<file path="src/rtl/gpio_chg_pkg.sv">
package gpio_chg_pkg;
  localparam int unsigned ADDR_W = 2;

  typedef enum logic [ADDR_W-1:0] {
    SEL_DIR  = 2'd0,
    SEL_LAT  = 2'd1,
    SEL_PORT = 2'd2,
    SEL_CTRL = 2'd3
  } reg_sel_e;

  localparam int unsigned CTRL_PUDIS = 0;
  localparam int unsigned CTRL_IEN   = 1;
  localparam int unsigned CTRL_FLAG  = 2;
endpackage

</file>
<file path="src/rtl/gpio_sync.sv">
module gpio_sync #(
  parameter int unsigned W      = 8,
  parameter int unsigned STAGES = 2
) (
  input  logic         clk,
  input  logic         rst_ni,
  input  logic [W-1:0] d_i,
  output logic [W-1:0] q_o
);
  logic [W-1:0] stage_q [STAGES];

  genvar s;
  generate
    for (s = 0; s < STAGES; s++) begin : g_stage
      logic [W-1:0] stage_d;
      if (s == 0) begin : g_first
        always_comb stage_d = d_i;
      end else begin : g_rest
        always_comb stage_d = stage_q[s-1];
      end
      always_ff @(posedge clk or negedge rst_ni) begin
        if (!rst_ni) stage_q[s] <= '0;
        else         stage_q[s] <= stage_d;
      end
    end
  endgenerate

  assign q_o = stage_q[STAGES-1];
endmodule

</file>
<file path="src/rtl/gpio_chg_detect.sv">
module gpio_chg_detect #(
  parameter int unsigned W  = 8,
  parameter int unsigned LO = 4
) (
  input  logic         clk,
  input  logic         rst_ni,
  input  logic [W-1:0] sync_i,
  input  logic [W-1:0] dir_i,
  input  logic         snap_upd_i,
  input  logic         clr_req_i,
  output logic         flag_o
);
  localparam int unsigned CW = W - LO;

  logic [CW-1:0] snap_q, snap_d;
  logic [CW-1:0] diff;
  logic          mism;
  logic          flag_q, flag_d;

  always_comb begin
    diff   = (sync_i[W-1:LO] ^ snap_q) & dir_i[W-1:LO];
    mism   = |diff;
    snap_d = snap_upd_i ? sync_i[W-1:LO] : snap_q;
    if (mism)           flag_d = 1'b1;
    else if (clr_req_i) flag_d = 1'b0;
    else                flag_d = flag_q;
  end

  always_ff @(posedge clk or negedge rst_ni) begin
    if (!rst_ni) begin
      snap_q <= '0;
      flag_q <= 1'b0;
    end else begin
      snap_q <= snap_d;
      flag_q <= flag_d;
    end
  end

  assign flag_o = flag_q;

  assert_mism_sets_flag_R7: assert property (@(posedge clk) disable iff (!rst_ni)
    mism |=> flag_q);
  assert_flag_falls_on_clear_R9: assert property (@(posedge clk) disable iff (!rst_ni)
    $fell(flag_q) |-> $past(clr_req_i));
  assert_snap_held_R10: assert property (@(posedge clk) disable iff (!rst_ni)
    !snap_upd_i |=> $stable(snap_q));
endmodule

</file>
<file path="src/rtl/gpio_chg_port.sv">
module gpio_chg_port
  import gpio_chg_pkg::*;
#(
  parameter int unsigned W           = 8,
  parameter int unsigned CHG_LO      = 4,
  parameter int unsigned SYNC_STAGES = 2
) (
  input  logic              clk,
  input  logic              rst_n,
  input  logic [ADDR_W-1:0] bus_addr,
  input  logic              bus_wr,
  input  logic              bus_rd,
  input  logic [W-1:0]      bus_wdata,
  output logic [W-1:0]      bus_rdata,
  input  logic [W-1:0]      pin_in,
  output logic [W-1:0]      pin_out,
  output logic [W-1:0]      pin_oe,
  output logic [W-1:0]      pin_pu,
  output logic              chg_wake
);
  logic rst_s1_q, rst_s2_q, rst_ni;

  always_ff @(posedge clk or negedge rst_n) begin
    if (!rst_n) begin
      rst_s1_q <= 1'b0;
      rst_s2_q <= 1'b0;
    end else begin
      rst_s1_q <= 1'b1;
      rst_s2_q <= rst_s1_q;
    end
  end
  assign rst_ni = rst_s2_q;

  logic [W-1:0] sync_val;

  gpio_sync #(.W(W), .STAGES(SYNC_STAGES)) u_sync (
    .clk    (clk),
    .rst_ni (rst_ni),
    .d_i    (pin_in),
    .q_o    (sync_val)
  );

  reg_sel_e sel;
  logic wr_dir, wr_lat, wr_port, wr_ctrl, rd_port;
  logic [W-1:0] dir_q, dir_d, lat_q, lat_d;
  logic pudis_q, pudis_d, ien_q, ien_d;
  logic flag, snap_upd, clr_req;

  always_comb begin
    sel     = reg_sel_e'(bus_addr);
    wr_dir  = bus_wr && (sel == SEL_DIR);
    wr_lat  = bus_wr && (sel == SEL_LAT);
    wr_port = bus_wr && (sel == SEL_PORT);
    wr_ctrl = bus_wr && (sel == SEL_CTRL);
    rd_port = bus_rd && (sel == SEL_PORT);

    dir_d   = wr_dir ? bus_wdata : dir_q;
    lat_d   = (wr_lat || wr_port) ? bus_wdata : lat_q;
    pudis_d = wr_ctrl ? bus_wdata[CTRL_PUDIS] : pudis_q;
    ien_d   = wr_ctrl ? bus_wdata[CTRL_IEN] : ien_q;

    snap_upd = rd_port || wr_port;
    clr_req  = wr_ctrl && !bus_wdata[CTRL_FLAG];
  end

  always_ff @(posedge clk or negedge rst_ni) begin
    if (!rst_ni) begin
      dir_q   <= '1;
      lat_q   <= '0;
      pudis_q <= 1'b1;
      ien_q   <= 1'b0;
    end else begin
      dir_q   <= dir_d;
      lat_q   <= lat_d;
      pudis_q <= pudis_d;
      ien_q   <= ien_d;
    end
  end

  gpio_chg_detect #(.W(W), .LO(CHG_LO)) u_detect (
    .clk        (clk),
    .rst_ni     (rst_ni),
    .sync_i     (sync_val),
    .dir_i      (dir_q),
    .snap_upd_i (snap_upd),
    .clr_req_i  (clr_req),
    .flag_o     (flag)
  );

  always_comb begin
    bus_rdata = '0;
    if (bus_rd) begin
      unique case (sel)
        SEL_DIR:  bus_rdata = dir_q;
        SEL_LAT:  bus_rdata = lat_q;
        SEL_PORT: bus_rdata = sync_val;
        SEL_CTRL: begin
          bus_rdata[CTRL_PUDIS] = pudis_q;
          bus_rdata[CTRL_IEN]   = ien_q;
          bus_rdata[CTRL_FLAG]  = flag;
        end
        default:  bus_rdata = '0;
      endcase
    end
  end

  assign pin_oe   = ~dir_q;
  assign pin_out  = lat_q;
  assign pin_pu   = dir_q & {W{~pudis_q}};
  assign chg_wake = flag & ien_q;

  assert_pu_never_on_output_R4: assert property (@(posedge clk) disable iff (!rst_ni)
    (pin_pu & pin_oe) == '0);
  assert_dir_holds_R2: assert property (@(posedge clk) disable iff (!rst_ni)
    !wr_dir |=> $stable(pin_oe));
  assert_latch_holds_R6: assert property (@(posedge clk) disable iff (!rst_ni)
    !(wr_lat || wr_port) |=> $stable(pin_out));
  assert_wake_needs_enable_R11: assert property (@(posedge clk) disable iff (!rst_ni)
    $rose(chg_wake) |-> (flag && ien_q));
endmodule

</file>
<file path="config.mk">
export PLATFORM = sky130hd
export DESIGN_NAME = gpio_chg_port
export DESIGN_NICKNAME = d
export VERILOG_FILES = /design/src/rtl/gpio_chg_pkg.sv /design/src/rtl/gpio_sync.sv /design/src/rtl/gpio_chg_detect.sv /design/src/rtl/gpio_chg_port.sv
export SDC_FILE = /design/constraint.sdc
export NUM_CORES = 1
export LEC_CHECK = 0
export ABC_AREA = 1
export BUFFER_PORTS_ARGS = -buffer_cell sky130_fd_sc_hd__buf_2
export CORE_MARGIN = 5
export CORE_UTILIZATION = 45
export DETAILED_ROUTE_END_ITERATION = 16
export PLACE_DENSITY = 0.75
export SETUP_SLACK_MARGIN = 0.1
export SYNTH_ARGS = -nofsm -noshare
export SYNTH_HDL_FRONTEND = slang
export SYNTH_SLANG_ARGS = --single-unit
</file>
<file path="constraint.sdc">
create_clock -name clk -period 1.2 [get_ports clk]
set_clock_uncertainty 0.1 [all_clocks]
set_input_delay 0.06 -clock clk [delete_from_list [all_inputs] [get_ports clk]]
set_output_delay 0.06 -clock clk [all_outputs]
set_load 0.01 [all_outputs]
</file>
Word level (Yosys, flattened, before mapping):

Index checks and enable logic that the tools add are counted.

* memories kept: 0
* bits of input ports: 22
* latch bits: 0
* bits in read-only memories: 0
* memory bits (writable): 0
* bits in registers: 41

* div/mod/pow operators: 0
* bitwise operators: 6
* shift operators: 0
* multiply operators: 0
* $add $sub $neg: 0
* reduce and logical (&&, ||, !) cells: 12
* equal/unequal tests: 3
* magnitude comparators: 0
* multiplexer cells: 5

Operators by type and width (number)
* 5-bit case mux with 3 select lines: 1
* 3-bit case mux with 4 select lines: 1
* 8-bit AND: 1
* 8-bit 2-to-1 mux: 1
* 8-bit inverter: 1
* 1-bit logical AND: 6
* 4-bit AND: 1
* 2-bit equality test (second input constant): 2
* 4-bit OR reduction: 1
* 4-bit XOR: 1
* 2-bit by 1-bit equality test with 1-bit output (second input constant): 1
* 2-bit zero test: 1
* 1-bit logical OR: 2
* 1-bit 2-to-1 mux: 2
* 2-bit nonzero test: 1
* 1-bit AND: 1
* 1-bit zero test: 1
* 1-bit inverter: 1

Depth between registers and ports, before layout:

Gate-level depths: netlist of the first run.

* depth after elaboration: 5
* gate-level depth with buffers: 6
* mapped depth without buffers: 6

Hierarchy:

From an unflattened synthesis of the first run, not the netlist that was laid out.

* cells, all modules: 208
* area, all modules: 1871.8 um2

By module, submodules not included
* gpio_chg_port: area an instance 1216.2 um2, cells an instance 159, seq. area each 511.7 um2, instances 1
* gpio_sync: area an instance 400.4 um2, cells an instance 16, seq. area each 400.4 um2, instances 1
* gpio_chg_detect: area an instance 255.2 um2, cells an instance 33, seq. area each 125.1 um2, instances 1

Worst setup path before layout of the first run:

No wires, ideal clock.

* path type: register -> output
* start: register pudis_q
* end: output port bus_rdata[0]
* path buffers: 1
* data required time: 1.040 ns
* stages on the path, launching flop included: 6
* path slack: -0.038 ns
* arrival time: 1.078 ns
* path through: dfstp_2 -> clkbuf_1 -> nand2_1 -> nand2_1 -> nor2_1 -> nor2_1

* longest elaborated chain between the ends: 2

RTL lines
* start, declared: RTL line gpio_chg_port.sv:46 `logic pudis_q, pudis_d, ien_q, ien_d;`
* start signal, assigned: RTL line gpio_chg_port.sv:75 `pudis_q <= pudis_d;`
* 3-bit case mux with 4 select lines: RTL line gpio_chg_port.sv:93 `unique case (sel)`
* 8-bit 2-to-1 mux: RTL line gpio_chg_port.sv:92 `if (bus_rd) begin`
* end, declared: RTL line gpio_chg_port.sv:14 `output logic [W-1:0] bus_rdata,`

No other way between the ends.

Final worst setup path of the first run:

* start: register pudis_q
* end: output port pin_pu[5]

* longest elaborated chain between the ends: 2

RTL lines
* 1-bit inverter: RTL line gpio_chg_port.sv:109 `assign pin_pu = dir_q & {W{~pudis_q}};`
* 8-bit AND: RTL line gpio_chg_port.sv:109
* end, declared: RTL line gpio_chg_port.sv:18 `output logic [W-1:0] pin_pu,`

No other way between the ends.

==> out/results.txt, run 1 <==
Max Fclk = 722 MHz
Status = complete, but fails checks
CTS H-Tree Depth = 2
Clock Path Buffers = 2
Synth area leader = dfrtp_1
Routed len/inst = 12.6 µm
Post-Synthesis Cells = 207
Final Critical Period = 1.38 ns
Clk slew on worst S/H paths = 0.07 ns
Worst EP arrival = 1.22 ns
Area fraction of the dominant cell type after synthesis = 46.1%
TritonCTS Buffers = 5
Hold Path Class = input pin to flop
Die X = 72.1 µm
Warnings, synthesis = 0
CORE AREA = 3690 µm²
Hold Fails Final Rpt = 0
Vias in the first global route = 1504
Post-DP Area = 2080 µm²
Post-route design area = 2540 µm²
I/O Buffers = 54
Die height = 72.1 µm
Largest net degree at the start of global routing = 26
Final hold slack = 0.0259 ns
Initial Util = 47.1%
Mapped Nets = 229
Worst Setup SP = pudis_q
Flops & latches, synth = 41
Crit path max fanout = 6
Ratio of cells with drive above 1 in the final layout = 36.6%
DP HPWL = 2.79 mm
First-pass GRT wire length = 7.04 mm
CTS tree = built
Worst-case reg-to-reg path depth = 6
Gr usage total = 17.4%
Root Buffer = clkbuf_8
Rows = 22
Synth area leaders = dfrtp_1 (46%), nand2_1 (15%), dfstp_2 (14%)
Routability cong. = 0.826
Pwr/cell area = 1360 nW/µm²
# IOs = 55
Worst setup EP type = output port
Max-Cap Viols = 0
Vias = 1571
Vias/cell = 4.58
Reg2reg start = dir_q[4]
Die area = 5200 µm²
Area added between synthesis and finish = 45.9%
Register area share after synthesis = 59.7%
DRT Wirelength = 4.33 mm
Worst Hold Path Cells = 3
Clock latency on the worst-skew pair = 0.28 ns
Crit path kind = flop to output port
Initial antenna violation count = 0
Final Slew Violations = 0
Violated checks = negative setup slack
Residual DRC = 0
Pleak = 1.35 nW
Mean Syn Cell Area = 8.40 µm²
CP Launch Type = flop
CP required = 1.04 ns
DRT Pass-1 Iters = 5
Final worst slack = -0.185 ns
RSZ-0062 raised after global routing = yes
Hold Startpoint = bus_wr
Cell Area, Synth = 1740 µm²
Yosys cell types = 18
CTS Sinks = 41
First DRT Iteration DRCs = 68
NumNets Final = 316
Ant diodes = 0
Total Power = 3.45 mW
Total grt overflow = 0
Finish-stage setup viols = 20
Worst IR Drop VDD = 0.870 mV
Fin crit share = 115%
Remaining antenna violation count = 0
==> Yosys cell counts <==
| cell | count |
|---|---|
| inv_4 | 1 |
| o21ai_0 | 7 |
| nand2_1 | 69 |
| nor2_2 | 1 |
| clkbuf_1 | 1 |
| o21ai_1 | 18 |
| o21ai_2 | 1 |
| conb_1 | 1 |
| dfstp_2 | 9 |
| nand2_2 | 1 |
| nor2_1 | 24 |
| nand3_1 | 7 |
| buf_2 | 3 |
| dfrtp_1 | 32 |
| clkinv_1 | 1 |
| nor2_4 | 2 |
| inv_1 | 28 |
| nand3_2 | 1 |
==> critical path, cell delays in order, from the launching register on <==
cell,delay [ns]
dfstp_2,0.55
buf_4,0.18
nor2_1,0.07
buf_2,0.14
==> sequential cells by signal, summed over array words and instances (netlist names) <==
| name | cells |
|---|---|
| u_detect.snap_q | 4 |
| u_sync.q_o | 8 |
| u_sync.g_stage.stage_d | 8 |
| rst_s1_q | 1 |
| dir_q | 8 |
| ien_q | 1 |
| u_detect.flag_o | 1 |
| pudis_q | 1 |
| rst_ni | 1 |
| pin_out | 8 |
==> through the flow <==
| stage | utilization [%] | setup TNS [ns] | instances | setup WS, ns |
|---|---|---|---|---|
| floorplan | - | 0 | 207 | 0.106 |
| global placement | 56.3 | 0 | 308 | 0.0598 |
| detailed placement | 56.3 | 0 | 308 | 0.0252 |
| CTS | 65.5 | -2.32 | 340 | -0.164 |
| global route | 68.8 | -3.66 | 343 | -0.273 |
| finish | 68.8 | -2.53 | 343 | -0.185 |
==> where the power goes <==
part	switching, mW	internal [mW]
sequential	0.115	1.57
clock	0.438	0.413
combinational	0.468	0.450
==> path summary, 6_finish.rpt <==
check | to | slack, ns
worst max-delay path | pin_pu[5] | -0.18
max in group asynchronous | rst_ni | 0.36
min in group asynchronous | u_sync.g_stage[1].stage_d[6] | 0.10
worst min register to register | u_sync.g_stage[1].stage_d[6] | 0.10
worst max register to register | u_detect.flag_o | 0.05
worst min-delay path | pudis_q | 0.03
==> kinds of logic (layout without fill, tap and decap cells) <==
| group | after synthesis | after routing | synth area share (%) |
|---|---|---|---|
| DFF | 41 | 41 | 59.7 |
| buffers and inverters | 34 | 122 | 7.70 |
| other | 1 | 1 | 0.216 |
| AOI/OAI and AO/OA | 26 | 26 | 7.70 |
| and+or+nand+nor | 105 | 105 | 24.7 |
==> repair_timing <==
item | 4_1_cts | 5_1_grt
hold endpoints to repair | 28 | 0
pin swaps | 9 | 12
buffers inserted | 6 | 3
resized for setup | 11 | 28
setup endpoints to repair | 25 | 26
hold buffers | 18 | 0
==> cells in the final DEF (no fill, tap or decap), drive strengths merged <==
master,count
dlygate4sd3,18
inv,29
clkinv,1
conb,1
nand3,8
nor2,27
clkbuf,8
nand2,70
dfrtp,32
o21ai,26
dfstp,9
buf,66
==> metal layers <==
| layer | vias up | GRT usage [%] | wire length, µm |
|---|---|---|---|
| met2 | 52 | 27.2 | 2110 |
| met3 | 9 | 4.29 | 347 |
| li1 | 802 | - | - |
| met1 | 708 | 23.7 | 1810 |
| met4 | 0 | 6.05 | 64 |
| met5 | - | 0 | 0 |
==> cell type report <==
type | count | area (µm²)
multi-input cells | 132 | 607
well taps | 48 | 60.1
clock buffers | 8 | 80.1
fillers | 320 | 1150
inverters | 30 | 123
repair buffers | 84 | 628
flip-flops and latches | 41 | 1040
Note: power is estimated with default switching activity, not from simulation.
==> run 2, diff against run 1 <==
- CORE_UTILIZATION: 45 -> 50
- PLACE_DENSITY: 0.75 -> 0.79
- clock period: 1.2 -> 1.75 ns (I/O delays scaled with it)
==> out/results.txt, run 2 (synthesis results as in run 1) <==
Status = finished clean (was complete, but fails checks)
Placed cells = 304 (was 308)
Pwr/cell area = 892 nW/µm² (was 1360 nW/µm²)
DRT Wirelength = 4.09 mm (was 4.33 mm)
Clock latency on the worst-skew pair = 0.35 ns (was 0.28 ns)
Hold Path Class = input pin to flop (unchanged)
Worst Hold Path Cells = 4 (was 3)
RSZ-0062 raised after global routing = no (was yes)
Worst IR Drop VDD = 0.629 mV (was 0.870 mV)
CTS tree = built (unchanged)
Die area = 4750 µm² (was 5200 µm²)
Most common cell after layout, fill and taps aside = nand2_1 (unchanged)
Vias/cell = 4.63 (was 4.58)
CP Buf/Inv Count = 2 (unchanged)
Setup tns final = 0 ns (was -2.53 ns)
Ratio of cells with drive above 1 in the final layout = 27.7% (was 36.6%)
Fin crit share = 85.9%
Residual DRC = 0 (unchanged)
Max layer used = met4 (unchanged)
Total Power = 2.07 mW (was 3.45 mW)
Largest net degree at the start of global routing = 39 (was 26)
Total grt overflow = 0 (unchanged)
Worst-case reg-to-reg path depth = 4 (was 6)
First DRT Iteration DRCs = 94 (was 68)
TritonCTS Buffers = 5 (unchanged)
Top Family by Delay on Critical Path = flip-flops (unchanged)
Hold Path End = u_detect.snap_q[1] (was pudis_q)
CP Launch Type = flop (unchanged)
Final hold slack = 0.164 ns (was 0.0259 ns)
Max Fclk = 665 MHz
Worst setup EP type = output port (unchanged)
Initial antenna violation count = 0 (unchanged)
CP most frequent cell = nand2_1
Clk slew on worst S/H paths = 0.11 ns (was 0.07 ns)
Vias = 1552 (was 1571)
I/O Buffers = 54 (unchanged)
Slowest stage delay, CP = 0.58 ns (was 0.55 ns)
CORE AREA = 3360 µm² (was 3690 µm²)
Reg2reg start = dir_q[7] (was dir_q[4])
Routed wire length on met3 = 306 µm (was 347 µm)
Crit path kind = flop to output port (unchanged)
Final Slew Violations = 0 (unchanged)
Commonest cells after routing, fill and taps aside = nand2_1 (69), buf_2 (54), dfrtp_1 (32) (was nand2_1 (63), buf_2 (43), dfrtp_1 (31))
Remaining antenna violation count = 0 (unchanged)
Finish-stage setup viols = 0 (was 20)
Reg2reg end = u_detect.flag_o (unchanged)
Die height = 69.0 µm (was 72.1 µm)
CP required = 1.56 ns (was 1.04 ns)
DP HPWL = 2.73 mm (was 2.79 mm)
R2r setup slk = 0.74 ns (was 0.05 ns)
Routed wl met2 = 2.07 mm (was 2.11 mm)
Clock Path Buffers = 2 (unchanged)
Cell Count, Final, Fillers Out = 335 (was 343)
NumNets Final = 310 (was 316)
Crit path max fanout = 4 (was 6)
CTS Sinks = 41 (unchanged)
Hold Fails Final Rpt = 0 (unchanged)
Root Buffer = clkbuf_4 (was clkbuf_8)
First-pass GRT wire length = 6.83 mm (was 7.04 mm)
CTS H-Tree Depth = 2 (unchanged)
Routability cong. = 0.839 (was 0.826)
Initial Util = 51.7% (was 47.1%)
Worst-path cell chain = nand2_1 -> nand3_1 -> nand2_1 -> inv_1 -> buf_2 (was buf_4 -> nor2_1 -> buf_2)
# IOs = 55 (unchanged)
Rows = 21 (was 22)
DRT Pass-1 Iters = 4 (was 5)
Metal-1 WL = 1.63 mm (was 1.81 mm)
Final Critical Period = 1.50 ns
Area added between synthesis and finish = 33.9% (was 45.9%)
Worst EP arrival = 1.32 ns (was 1.22 ns)
Pleak = 1.27 nW (was 1.35 nW)
Gr usage total = 20.3% (was 17.4%)
Vias in the first global route = 1531 (was 1504)
CP max stage cell = dfstp_2 (unchanged)
Hold Startpoint = bus_addr[0] (was bus_wr)
Die X = 69.0 µm (was 72.1 µm)
Ant diodes = 0 (unchanged)
Routed len/inst = 12.2 µm (was 12.6 µm)
Post-cts sizing count = 0 (was 11)
Max-Cap Viols = 0 (unchanged)
run 2: worst max path at each step:
stage,startpoint,depth (start not counted),endpoint,slack (ns)
final,dir_q[7],5,bus_rdata[7],0.25
after CTS,dir_q[6],5,bus_rdata[6],0.23
after detailed placement,pudis_q,5,bus_rdata[0],0.50
after floorplan,rst_ni,0,ien_q,0.44
after global routing,dir_q[6],5,bus_rdata[6],0.13
after global placement,pudis_q,5,bus_rdata[0],0.50
run 2: stage by stage:
stage | instance area, µm² | worst slack, ns | utilization, %
floorplan | 1740 | 0.440 | -
global placement | 2050 | 0.504 | 61.1
detailed placement | 2050 | 0.502 | 61.1
CTS | 2330 | 0.235 | 69.2
global route | 2330 | 0.127 | 69.2
finish | 2330 | 0.246 | 69.2
run 2: layout make-up:
type                            count  area, µm²
Fill cell                         286       1040
Multi-Input combinational cell    132        567
Tap cell                           46       57.6
Sequential cell                    41       1040
Timing Repair Buffer               78        500
Clock inverter                      1       5.00
Clock buffer                        7       45.0
Inverter                           30        115
run 2: what timing repair did:
item	CTS	global route
buffers inserted	3	0
hold buffers	20	0
setup endpoints to repair	1	0
endpoints found under the hold margin	29	0
run 2: power by group:
part           internal [mW]  switching, mW
combinational          0.214          0.270
clock                  0.157          0.281
sequential              1.07         0.0805
run 2: per-layer routing:
metal / GRT usage, % / vias up
met2: 33.1 / 55
met3: 5.83 / 9
li1: - / 789
met1: 25.2 / 699
met4: 8.27 / 0
met5: 0 / -
run 2: worst min-delay path, delay by kind of cell:
kind            cells  cell delay [ns]
simple gates        1             0.10
compound gates      2             0.24
buf+inv             1             0.15
==> run 3, diff against run 2 <==
- BUFFER_PORTS_ARGS: -buffer_cell sky130_fd_sc_hd__buf_2 -> -buffer_cell sky130_fd_sc_hd__clkbuf_2
- CTS_CLUSTER_DIAMETER: unset -> 40
- TNS_END_PERCENT: unset -> 5
==> out/results.txt, run 3 (synthesis results as in run 1) <==
Largest net degree at the start of global routing = 23 (was 39)
RSZ-0062 raised after global routing = no (unchanged)
Clk slew on worst S/H paths = 0.12 ns (was 0.11 ns)
Worst EP arrival = 1.32 ns (about the same)
Pleak = 1.28 nW (was 1.27 nW)
Final worst slack = 0.238 ns (was 0.246 ns)
Residual DRC = 0 (unchanged)
First DRT Iteration DRCs = 111 (was 94)
Worst IR Drop VDD = 0.672 mV (was 0.629 mV)
Setup tns final = 0 ns (unchanged)
Root Buffer = clkbuf_4 (unchanged)
Vias in the first global route = 1476 (was 1531)
Most common cell after layout, fill and taps aside = nand2_1 (unchanged)
Gr usage total = 19.5% (was 20.3%)
Routed len/inst = 12.1 µm (was 12.2 µm)
Crit path max fanout = 4 (unchanged)
Rows = 21 (unchanged)
CORE AREA = 3360 µm² (unchanged)
Commonest cells after routing, fill and taps aside = nand2_1 (69), clkbuf_2 (54), dfrtp_1 (32) (was nand2_1 (69), buf_2 (54), dfrtp_1 (32))
Fillcell total = 292 (was 286)
NumNets Final = 309 (was 310)
Hold Fails Final Rpt = 0 (unchanged)
Initial Util = 51.7% (unchanged)
Clock latency on the worst-skew pair = 0.35 ns (about the same)
Vias = 1551 (was 1552)
Worst-case reg-to-reg path depth = 3 (was 4)
Final Slew Violations = 0 (unchanged)
Hold Path Class = flop to asynchronous set/reset pin (was input pin to flop)
DP HPWL = 2.78 mm (was 2.73 mm)
Finish-stage setup viols = 0 (unchanged)
Pwr/cell area = 967 nW/µm² (was 892 nW/µm²)
CP required = 1.56 ns (about the same)
Vias/cell = 4.64 (was 4.63)
CTS tree = built (unchanged)
CTS H-Tree Depth = 2 (unchanged)
DRT Pass-1 Iters = 4 (unchanged)
CP Launch Type = flop (unchanged)
# IOs = 55 (unchanged)
Dpl ws = 0.501 ns (was 0.502 ns)
Die area = 4750 µm² (unchanged)
Area of the multi-input gates = 567 µm² (unchanged)
Ant diodes = 0 (unchanged)
CTS Sinks = 41 (unchanged)
Die X = 69.0 µm (unchanged)
R2r setup slk = 0.73 ns (was 0.74 ns)
Remaining antenna violation count = 0 (unchanged)
Reg2reg start = pudis_q (was dir_q[7])
Final core utilization = 70.1% (was 69.2%)
Final hold slack = 0.114 ns (was 0.164 ns)
Initial antenna violation count = 0 (unchanged)
Ratio of cells with drive above 1 in the final layout = 28.5% (was 27.7%)
Worst setup EP type = output port (unchanged)
FF+latch area = 1040 µm² (unchanged)
Clock Path Buffers = 2 (unchanged)
Area added between synthesis and finish = 35.6% (was 33.9%)
Total Power = 2.28 mW (was 2.07 mW)
First-pass GRT wire length = 6.69 mm (was 6.83 mm)
DRT Wirelength = 4.04 mm (was 4.09 mm)
TritonCTS Buffers = 5 (unchanged)
Fin crit share = 86.4% (was 85.9%)
I/O Buffers = 54 (unchanged)
Crit path kind = flop to output port (unchanged)
Status = finished clean (unchanged)
Routability cong. = 0.809 (was 0.839)
Final Critical Period = 1.51 ns (was 1.50 ns)
Die height = 69.0 µm (unchanged)
Max-Cap Viols = 0 (unchanged)
Max Fclk = 661 MHz (was 665 MHz)
Total grt overflow = 0 (unchanged)
Reg2reg end = pudis_q (was u_detect.flag_o)
run 3: how the worst max path moves through the flow:
stage	slack, ns	startpoint	to
finish	0.24	dir_q[5]	bus_rdata[5]
global placement	0.50	pudis_q	bus_rdata[0]
detailed placement	0.50	pudis_q	bus_rdata[0]
global route	0.14	dir_q[6]	bus_rdata[6]
floorplan	0.44	rst_ni	ien_q
CTS	0.23	dir_q[5]	bus_rdata[5]
run 3: worst max-delay path, stage by stage, from the launching register on:
cell and delay (ns):
dfstp_2 0.58, nand2_1 0.06, nand3_1 0.09, nand2_1 0.06
inv_1 0.06, clkbuf_2 0.12
run 3: timing repair:
action | 4_1_cts | 5_1_grt
setup endpoints to repair | 1 | 0
buffers inserted | 2 | 0
hold buffers | 19 | 0
resized for setup | 0 | 0
hold endpoints to repair | 28 | 0
run 3: through the flow:
stage	instances	area, µm²
2_1_floorplan	207	1740
3_3_place_gp	305	2060
3_5_place_dp	305	2060
4_1_cts	334	2360
5_1_grt	334	2360
6_report	334	2360
run 3: area by class of cell:
cell class | instances | share of cell area, %
sequential | 41 | 44.0
multi-input combinational | 132 | 24.1
timing repair buffer | 77 | 20.8
inverter | 30 | 4.89
tap | 46 | 2.44
clock buffer | 6 | 2.18
clock inverter | 2 | 1.59
run 3: where the power goes:
group	internal (mW)	total, mW	switching [mW]
clock	0.339	0.641	0.302
sequential	1.07	1.15	0.0798
combinational	0.208	0.485	0.276
run 3: per-layer routing:
metal / share of wire [%] / wire length, µm / up-vias / GRT usage (%)
met4: 1.4 / 55 / 0 / 6.57
met5: 0 / 0 / - / 0
met2: 49 / 1970 / 48 / 32.4
met1: 44 / 1760 / 711 / 24.8
met3: 6.2 / 251 / 6 / 5.02
li1: - / - / 786 / -
